### config.mk
export PLATFORM = sky130hd
export DESIGN_NAME = pvt_slicer
export DESIGN_NICKNAME = d
export VERILOG_FILES = /design/src/rtl/pvt_pkg.sv /design/src/rtl/pvt_window.sv /design/src/rtl/pvt_track.sv /design/src/rtl/pvt_vote.sv /design/src/rtl/pvt_slicer.sv
export SDC_FILE = /design/constraint.sdc
export NUM_CORES = 1
export LEC_CHECK = 0
export BUFFER_PORTS_ARGS = -buffer_cell sky130_fd_sc_hd__buf_2
export CORE_MARGIN = 1
export CORE_UTILIZATION = 60
export DETAILED_ROUTE_END_ITERATION = 10
export PLACE_DENSITY = 0.74
export SYNTH_ARGS = -nofsm -noshare
export SYNTH_HDL_FRONTEND = slang
export SYNTH_SLANG_ARGS = --single-unit
### constraint.sdc
create_clock -name clk_i -period 10.6 [get_ports clk_i]
set_clock_uncertainty 0.15 [all_clocks]
set_input_delay 1.06 -clock clk_i [delete_from_list [all_inputs] [get_ports clk_i]]
set_output_delay 1.06 -clock clk_i [all_outputs]
set_load 0.01 [all_outputs]
### src/rtl/pvt_pkg.sv
package pvt_pkg;

  // Kind of the most recently recognised local extreme.
  typedef enum logic [1:0] {
    EXT_NONE   = 2'd0,
    EXT_PEAK   = 2'd1,
    EXT_VALLEY = 2'd2
  } ext_kind_e;

  // Midpoint of two unsigned values; the sum keeps one extra bit.
  function automatic logic [15:0] mid_point(input logic [15:0] a, input logic [15:0] b);
    logic [16:0] sum;
    sum = {1'b0, a} + {1'b0, b};
    return sum[16:1];
  endfunction

endpackage

### src/rtl/pvt_window.sv
module pvt_window #(
  parameter int W    = 10,
  parameter int TAPS = 8,
  parameter int MID  = 2
) (
  input  logic         clk_i,
  input  logic         rst_ni,
  input  logic [W-1:0] smp_i,
  input  logic         vld_i,
  output logic         new_o,
  output logic [W-1:0] newest_o,
  output logic [W-1:0] mid_o,
  output logic         peak_o,
  output logic         valley_o
);

  localparam int FW = $clog2(TAPS + 1);
  localparam int NC = TAPS - 1;

  logic [W-1:0]  win_q [TAPS];
  logic [W-1:0]  win_d [TAPS];
  logic [FW-1:0] fill_q, fill_d;
  logic          new_q, new_d;
  logic [NC-1:0] older_ge;
  logic [NC-1:0] older_le;
  logic          full;
  logic          is_valley, is_peak;

  // next state: shift on each accepted sample, count fill up to TAPS
  always_comb begin
    for (int k = 0; k < TAPS; k++) win_d[k] = win_q[k];
    fill_d = fill_q;
    new_d  = vld_i;
    if (vld_i) begin
      win_d[0] = smp_i;
      for (int k = 1; k < TAPS; k++) win_d[k] = win_q[k-1];
      if (fill_q != FW'(TAPS)) fill_d = fill_q + FW'(1);
    end
  end

  always_ff @(posedge clk_i or negedge rst_ni) begin
    if (!rst_ni) begin
      for (int k = 0; k < TAPS; k++) win_q[k] <= '0;
      fill_q <= '0;
      new_q  <= 1'b0;
    end else begin
      for (int k = 0; k < TAPS; k++) win_q[k] <= win_d[k];
      fill_q <= fill_d;
      new_q  <= new_d;
    end
  end

  // pairwise ordering between each tap and the next older one
  for (genvar k = 0; k < NC; k++) begin : g_cmp
    assign older_ge[k] = (win_q[k+1] >= win_q[k]);
    assign older_le[k] = (win_q[k+1] <= win_q[k]);
  end

  assign full      = (fill_q == FW'(TAPS));
  assign is_valley = (&older_ge[NC-1:MID]) & (&older_le[MID-1:0]);
  assign is_peak   = (&older_le[NC-1:MID]) & (&older_ge[MID-1:0]);

  assign new_o    = new_q;
  assign newest_o = win_q[0];
  assign mid_o    = win_q[MID];
  assign valley_o = new_q & full & is_valley & ~is_peak;
  assign peak_o   = new_q & full & is_peak & ~is_valley;

endmodule

### src/rtl/pvt_track.sv
module pvt_track
  import pvt_pkg::*;
#(
  parameter int W = 10
) (
  input  logic         clk_i,
  input  logic         rst_ni,
  input  logic         peak_i,
  input  logic         valley_i,
  input  logic [W-1:0] mid_i,
  output logic [W-1:0] thr_o,
  output logic         thr_vld_o
);

  logic [W-1:0] pk_q, pk_d;
  logic [W-1:0] vl_q, vl_d;
  logic [W-1:0] thr_q, thr_d;
  logic         tv_q, tv_d;
  ext_kind_e    last_q, last_d;
  logic [15:0]  avg_pk, avg_vl;

  assign avg_pk = mid_point(16'(mid_i), 16'(vl_q));
  assign avg_vl = mid_point(16'(pk_q), 16'(mid_i));

  always_comb begin
    pk_d   = pk_q;
    vl_d   = vl_q;
    thr_d  = thr_q;
    tv_d   = tv_q;
    last_d = last_q;
    if (peak_i) begin
      pk_d   = mid_i;
      last_d = EXT_PEAK;
      if (last_q == EXT_VALLEY) begin
        thr_d = avg_pk[W-1:0];
        tv_d  = 1'b1;
      end
    end else if (valley_i) begin
      vl_d   = mid_i;
      last_d = EXT_VALLEY;
      if (last_q == EXT_PEAK) begin
        thr_d = avg_vl[W-1:0];
        tv_d  = 1'b1;
      end
    end
  end

  always_ff @(posedge clk_i or negedge rst_ni) begin
    if (!rst_ni) begin
      pk_q   <= '0;
      vl_q   <= '0;
      thr_q  <= '0;
      tv_q   <= 1'b0;
      last_q <= EXT_NONE;
    end else begin
      pk_q   <= pk_d;
      vl_q   <= vl_d;
      thr_q  <= thr_d;
      tv_q   <= tv_d;
      last_q <= last_d;
    end
  end

  assign thr_o     = thr_q;
  assign thr_vld_o = tv_q;

endmodule

### src/rtl/pvt_vote.sv
module pvt_vote #(
  parameter int DPB = 12,
  parameter int MAJ = 7
) (
  input  logic clk_i,
  input  logic rst_ni,
  input  logic dec_vld_i,
  input  logic dec_i,
  output logic bit_o,
  output logic bit_vld_o
);

  localparam int CW = $clog2(DPB + 1);

  logic [CW-1:0] cnt_q, cnt_d;
  logic [CW-1:0] ones_q, ones_d;
  logic [CW-1:0] ones_sum;
  logic          bit_q, bit_d;
  logic          bv_q, bv_d;

  assign ones_sum = ones_q + CW'(dec_i);

  always_comb begin
    cnt_d  = cnt_q;
    ones_d = ones_q;
    bit_d  = bit_q;
    bv_d   = 1'b0;
    if (dec_vld_i) begin
      if (cnt_q == CW'(DPB - 1)) begin
        cnt_d  = '0;
        ones_d = '0;
        bit_d  = (ones_sum >= CW'(MAJ));
        bv_d   = 1'b1;
      end else begin
        cnt_d  = cnt_q + CW'(1);
        ones_d = ones_sum;
      end
    end
  end

  always_ff @(posedge clk_i or negedge rst_ni) begin
    if (!rst_ni) begin
      cnt_q  <= '0;
      ones_q <= '0;
      bit_q  <= 1'b0;
      bv_q   <= 1'b0;
    end else begin
      cnt_q  <= cnt_d;
      ones_q <= ones_d;
      bit_q  <= bit_d;
      bv_q   <= bv_d;
    end
  end

  assign bit_o     = bit_q;
  assign bit_vld_o = bv_q;

endmodule

### src/rtl/pvt_slicer.sv
module pvt_slicer #(
  parameter int W    = 10,
  parameter int TAPS = 8,
  parameter int MID  = 2,
  parameter int DPB  = 12,
  parameter int MAJ  = 7
) (
  input  logic         clk_i,
  input  logic         rst_ni,
  input  logic [W-1:0] smp_i,
  input  logic         smp_vld_i,
  output logic [W-1:0] thr_o,
  output logic         thr_vld_o,
  output logic         bit_o,
  output logic         bit_vld_o
);

  logic [1:0]   rsync_q;
  logic         rst_s;
  logic         win_new;
  logic [W-1:0] newest;
  logic [W-1:0] mid_val;
  logic         det_peak, det_valley;
  logic [W-1:0] thr;
  logic         thr_vld;
  logic         dec;

  // asynchronous assertion, synchronous release
  always_ff @(posedge clk_i or negedge rst_ni) begin
    if (!rst_ni) rsync_q <= 2'b00;
    else         rsync_q <= {rsync_q[0], 1'b1};
  end
  assign rst_s = rsync_q[1];

  pvt_window #(.W(W), .TAPS(TAPS), .MID(MID)) u_win (
    .clk_i    (clk_i),
    .rst_ni   (rst_s),
    .smp_i    (smp_i),
    .vld_i    (smp_vld_i),
    .new_o    (win_new),
    .newest_o (newest),
    .mid_o    (mid_val),
    .peak_o   (det_peak),
    .valley_o (det_valley)
  );

  pvt_track #(.W(W)) u_trk (
    .clk_i     (clk_i),
    .rst_ni    (rst_s),
    .peak_i    (det_peak),
    .valley_i  (det_valley),
    .mid_i     (mid_val),
    .thr_o     (thr),
    .thr_vld_o (thr_vld)
  );

  // slice against the level in force before this sample's own update
  assign dec = thr_vld & (newest > thr);

  pvt_vote #(.DPB(DPB), .MAJ(MAJ)) u_vote (
    .clk_i     (clk_i),
    .rst_ni    (rst_s),
    .dec_vld_i (win_new),
    .dec_i     (dec),
    .bit_o     (bit_o),
    .bit_vld_o (bit_vld_o)
  );

  assign thr_o     = thr;
  assign thr_vld_o = thr_vld;

endmodule

# Word level (Yosys, flattened, before mapping)

Index checks and enable logic that the tools add are counted.

Bits in registers: 130
Output and inout bits: 13
Word-level logic and storage cells: 82

Add/sub/neg operators: 5
$lt $le $gt $ge: 16
Equality and inequality tests: 6
Muxes and demuxes: 14
Bitwise gates (word level): 11
Reductions and logical operators: 10

Operator list:

| kind                  | number |
|---|---|
| $ge A10 B10 Y1        | 7 |
| $le A10 B10 Y1        | 7 |
| $mux W10              | 4 |
| $add A10 B10 Y11      | 2 |
| $gt A10 B10 Y1        | 1 |
| $reduce_and A2 Y1     | 5 |
| $reduce_and A5 Y1     | 2 |
| $add A4 B1 Y4 const B | 2 |
| $and A1 B1 Y1         | 8 |
| $eq A4 B4 Y1 const B  | 2 |
| $mux W4               | 2 |
| $mux W1               | 6 |
| $add A4 B1 Y4         | 1 |
| $ge A4 B3 Y1 const B  | 1 |
| $mux W2               | 2 |
| $ne A4 B4 Y1 const B  | 1 |
| $reduce_bool A2 Y1    | 2 |
| $not A1 Y1            | 3 |
| $reduce_and A3 Y1     | 1 |
| $eq A2 B1 Y1 const B  | 1 |
| $eq A2 B2 Y1 const B  | 1 |
| $ne A2 B1 Y1 const B  | 1 |

# Longest topological paths before layout

Word-level depth: 7
Mapped depth: 21
Mapped depth without buffers: 20

# Cells and area by module

From an unflattened synthesis, not the netlist that was laid out.

Cells, all modules: 813
Area total of the unflattened synthesis: 7566.0 µm²

Modules (own cells, without submodules):

| module     | times used | cells an instance | area an instance (µm²) | sequential area each (µm²) |
|---|---|---|---|---|
| pvt_window | 1          | 554               | 5032.3                 | 2127.0 |
| pvt_track  | 1          | 178               | 1749.2                 | 825.8 |
| pvt_vote   | 1          | 43                | 475.5                  | 250.2 |
| pvt_slicer | 1          | 38                | 309.0                  | 50.0 |

# Worst setup path before layout

No wires, ideal clock.

Path type: reg-to-reg
Start point: register u_win.win_q, in the netlist u_win.mid_o[7]
End point: register u_trk.thr_q[9] (netlist: u_trk.thr_o[9])
Setup time: 127 ps
Data arrival time: 4345 ps
Data required time: 10323 ps
Slack: 5978 ps
Cell stages (with the launch flop): 21
Buffers on the path: 1
Period minus slack after synthesis: 4622 ps
Path through: dfrtp_1 -> ha_1 -> a211oi_1 -> nor2_1 -> a2111oi_0 -> o22ai_1 -> or4_1 -> nand3_1 -> clkbuf_1 -> mux2i_1 -> nor2_1 -> fa_1 -> a21o_1 -> a21oi_1 -> o21bai_1 -> a21oi_1 -> o21bai_1 -> a21oi_1 -> o21ai_0 -> a211oi_1 -> a21oi_1

Longest elaborated chain between the ends: 7
Elaborated cells between the ends (all ways): 26
Those cells by class: add/sub: 2; order compare: 4; eq/ne: 1; mux: 4; bitwise: 8; reduce/logical: 7

Ends and longest elaborated chain:

| item                                                                | line                               | source |
|---|---|---|
| start, declared                                                     | pvt_window.sv:20                   | `logic [W-1:0] win_q [TAPS];` |
| $le A10 B10 Y1 / $ge A10 B10 Y1 (equally long branches)             | pvt_window.sv:56, pvt_window.sv:55 |  |
| $reduce_and A5 Y1, or another cell as far along                     | pvt_window.sv:61                   | `assign is_peak = (&older_le[NC-1:MID]) & (&older_ge[MID-1:0]);` |
| $and A1 B1 Y1 (on tied branches)                                    | pvt_window.sv:61, pvt_window.sv:60 |  |
| $and A1 B1 Y1, or another cell as far along                         | pvt_window.sv:67                   | `assign peak_o = new_q & full & is_peak & ~is_valley;` |
| $and A1 B1 Y1 (on tied branches)                                    | pvt_window.sv:67, pvt_window.sv:66 |  |
| $ne A2 B1 Y1 (no line) / $reduce_bool A2 Y1 (equally long branches) | n/a                                |  |
| $reduce_and A3 Y1 (no line)                                         | n/a                                |  |
| end signal, assigned                                                | pvt_track.sv:58                    | `thr_q <= thr_d;` |
| end, declared                                                       | pvt_track.sv:17                    | `logic [W-1:0] thr_q, thr_d;` |

Several ways; a longest one is shown, not always the timed one. The select of a mux whose other input is x is not followed.
A chain may end at the register's enable or synchronous reset.

# Worst setup path after layout

Ends and elaborated chain as after synthesis.

==> metrics.txt <==
vias in the first global route 5964; fill count 950; Fin Setup TNS 0 ns; design area 0.008431 sq mm; Hold-fix buffers, CTS 0; IO Port Bufs 25; Register Area 0.003257 sq mm; fin crit share 0.5500; RSZ-0062 raised after global routing false; layout cells sized above 1 0.09529; IO Count 26; die area 0.01299 sq mm; EDFF count, synth 0; relative slew slack 0.2967; clock-pin slew on the worst setup and hold paths 0.06 ns; initial core utilization 0.6211; Die Span X 114.0 microns; critical path fanouts, max 31; Avg Cell Area, Syn 9.241 sq um; most frequent cell after synthesis dfrtp_1; final setup vio count 0; area of the multi-input gates 0.003769 sq mm; FF+latch count, synth 130; total placed cells including tap cells 986; Synth Flop Type dfrtp_1; Synth Net Count 922; Hold Violations, Final 0; sequential share of the synthesized area 0.4325; CTS tree built; Area growth syn-to-layout 12.08%; Clock Path Buffers 2; number of synthesis warnings 0; first-pass GRT wire length 28170 microns; Pleak 0.004075 uW; Pwr Density 192.4 mW/mm^2; Antenna Nets Post-Route 0; Initial DRC Count 348; Setup crit start kind flip-flop; Area contributors post-synth dfrtp_1 (43%), ha_1 (16%), o21ai_0 (8.4%); Placed Instance Area 0.007795 sq mm; CP Data Required Time 10.74 ns; post-CTS sizing 0; Synth top area share 0.4325; max-slew violation count 0; average routed wire per standard cell 16.34 microns; initial antenna violation count 0; CTS H-tree lvls 4; nets 945; Critical Path AT 5.97 ns; clock buffer count from CTS 17; Cell variety after synth 52; status finished clean; Worst-Margin Slew 1.052 ns; routed wire length 16630 microns; top post-synthesis cells by count dfrtp_1 (130), nand2_1 (127), o21ai_0 (126); diode count 0; asr flop ratio synth 1.000; Die Height 114.0 microns; final global-route overflow total 0; crit path capture type flip-flop; 1st-pass router iterations 7; CTS root buf clkbuf_16; Min Clock Period, post-route 5.830 ns; Total Routing Usage GR 0.2831; Clock Latency Late Sink 0.42 ns; clock sink total 130; number of vias per cell 5.739; synthesized area 0.007522 sq mm; f_max 171.5 MHz; reg-to-reg setup timing slack 4.77 ns; Max Cap Viol 0; Finished Layout Cells 1018; largest net degree at the start of global routing 86; core box area 0.01211 sq mm; worst hold-check path type reg2reg; DR vias 5842; drt drc 0; cells after synthesis 814; largest area contributor in the netlist dfrtp_1; last weighted congestion value of the routability-driven placer 0.9287; postcts setup bufs 0; Crit Path Class reg2reg; Post-DP HPWL 12420 microns; row cnt 40; worst vdd ir 0.1391 mV; Final Total Pwr 1622 uW
registers in the layout, indices dropped and copies added (netlist names):
name              flops
u_win.new_o           1
u_win.newest_o       10
u_vote.cnt_q          4
u_trk.thr_o          10
u_win.win_q          60
u_trk.last_q          2
u_win.mid_o          10
u_win.fill_q          4
u_trk.vl_q           10
u_vote.bit_vld_o      1
u_vote.ones_q         4
rsync_q               2
u_trk.pk_q           10
u_vote.bit_o          1
u_trk.thr_vld_o       1
where the power goes:
part | internal, uW | switching [uW] | leakage [uW]
combinational | 153 | 210 | 0.00210
sequential | 559 | 63.3 | 0.00167
clock | 422 | 214 | 0.000308
critical path: stages (launching register included):
cell,delay (ns)
dfrtp_1,0.41
inv_1,0.12
ha_1,0.36
a211oi_2,0.23
nor2_1,0.07
a2111o_1,0.40
nor2b_1,0.15
nor4_1,0.45
nand3_1,0.89
nand2_1,0.32
o21ai_0,0.20
fa_1,0.51
a21o_1,0.18
a21oi_1,0.21
o21bai_1,0.10
a21oi_1,0.25
o21bai_1,0.09
a21oi_1,0.22
o21ai_0,0.11
a211oi_1,0.24
a21oi_1,0.06
layer usage:
layer | vias to the layer above | wire [microns] | track usage
met5 | - | 0 | 0
met4 | 0 | 425 | 0.1281
met3 | 35 | 588 | 0.06376
met2 | 130 | 8302 | 0.4885
met1 | 2816 | 7316 | 0.3375
li1 | 2861 | - | -
cells in the final DEF, fill, tap and decap left out, types with 5 or more instances in the layout:
master	instances
dfrtp_1	129
nand2_1	127
o21ai_0	125
inv_1	109
ha_1	94
a21oi_1	26
buf_2	24
clkbuf_16	17
nand4_1	16
nor2_1	16
nand3_1	14
mux2_2	13
a211oi_1	12
a21o_1	12
nand2b_1	9
and4_1	7
nor2b_1	6
xnor2_1	6
and3_1	5
nor3_1	5
bufinv_16	5
per-stage QoR:
stage	util	hold WS, ns	setup WS [ns]
6_report	0.6961	0.2028	4.770
5_1_grt	0.6961	0.2051	4.226
4_1_cts	0.6961	0.2048	4.843
3_5_place_dp	0.6436	0.1920	4.852
3_3_place_gp	0.6436	0.1874	5.186
2_1_floorplan	-	0.1812	5.978
final cells by class:
type / instances / share of cell area
timing repair buffer: 28 / 0.01781
tap: 168 / 0.02493
clock buffer: 22 / 0.05387
multi-input combinational: 551 / 0.4470
clock inverter: 10 / 0.02152
inverter: 109 / 0.04853
sequential: 130 / 0.3863
worst paths after layout:
kind                                             from                          end  cells after the start
hold / removal                   rsync_q[0]$_DFF_PN0_         rsync_q[1]$_DFF_PN0_                      0
setup / recovery           u_win.mid_o[7]$_DFFE_PN0P_   u_trk.thr_o[9]$_DFFE_PN0P_                     20
setup reg to reg           u_win.mid_o[7]$_DFFE_PN0P_   u_trk.thr_o[9]$_DFFE_PN0P_                     20
min in group asynchronous        rsync_q[1]$_DFF_PN0_  u_win.win_q[48]$_DFFE_PN0P_                      0
hold reg to reg                  rsync_q[0]$_DFF_PN0_         rsync_q[1]$_DFF_PN0_                      0
max in group asynchronous        rsync_q[1]$_DFF_PN0_   u_win.win_q[2]$_DFFE_PN0P_                      1
cells by family after synthesis:
| logic type | count (synthesis) | share of synthesized area |
|---|---|---|
| xor gates and xnor gates | 9 | 0.01048 |
| and+or+nand+nor | 212 | 0.1292 |
| DFF | 130 | 0.4325 |
| adders and majority gates | 95 | 0.1590 |
| other | 1 | 0.0004985 |
| buffers and inverters | 133 | 0.06653 |
| AOI/OAI and AO/OA | 218 | 0.1781 |
| muxes | 16 | 0.02362 |
(Power assumes the default switching activity.)
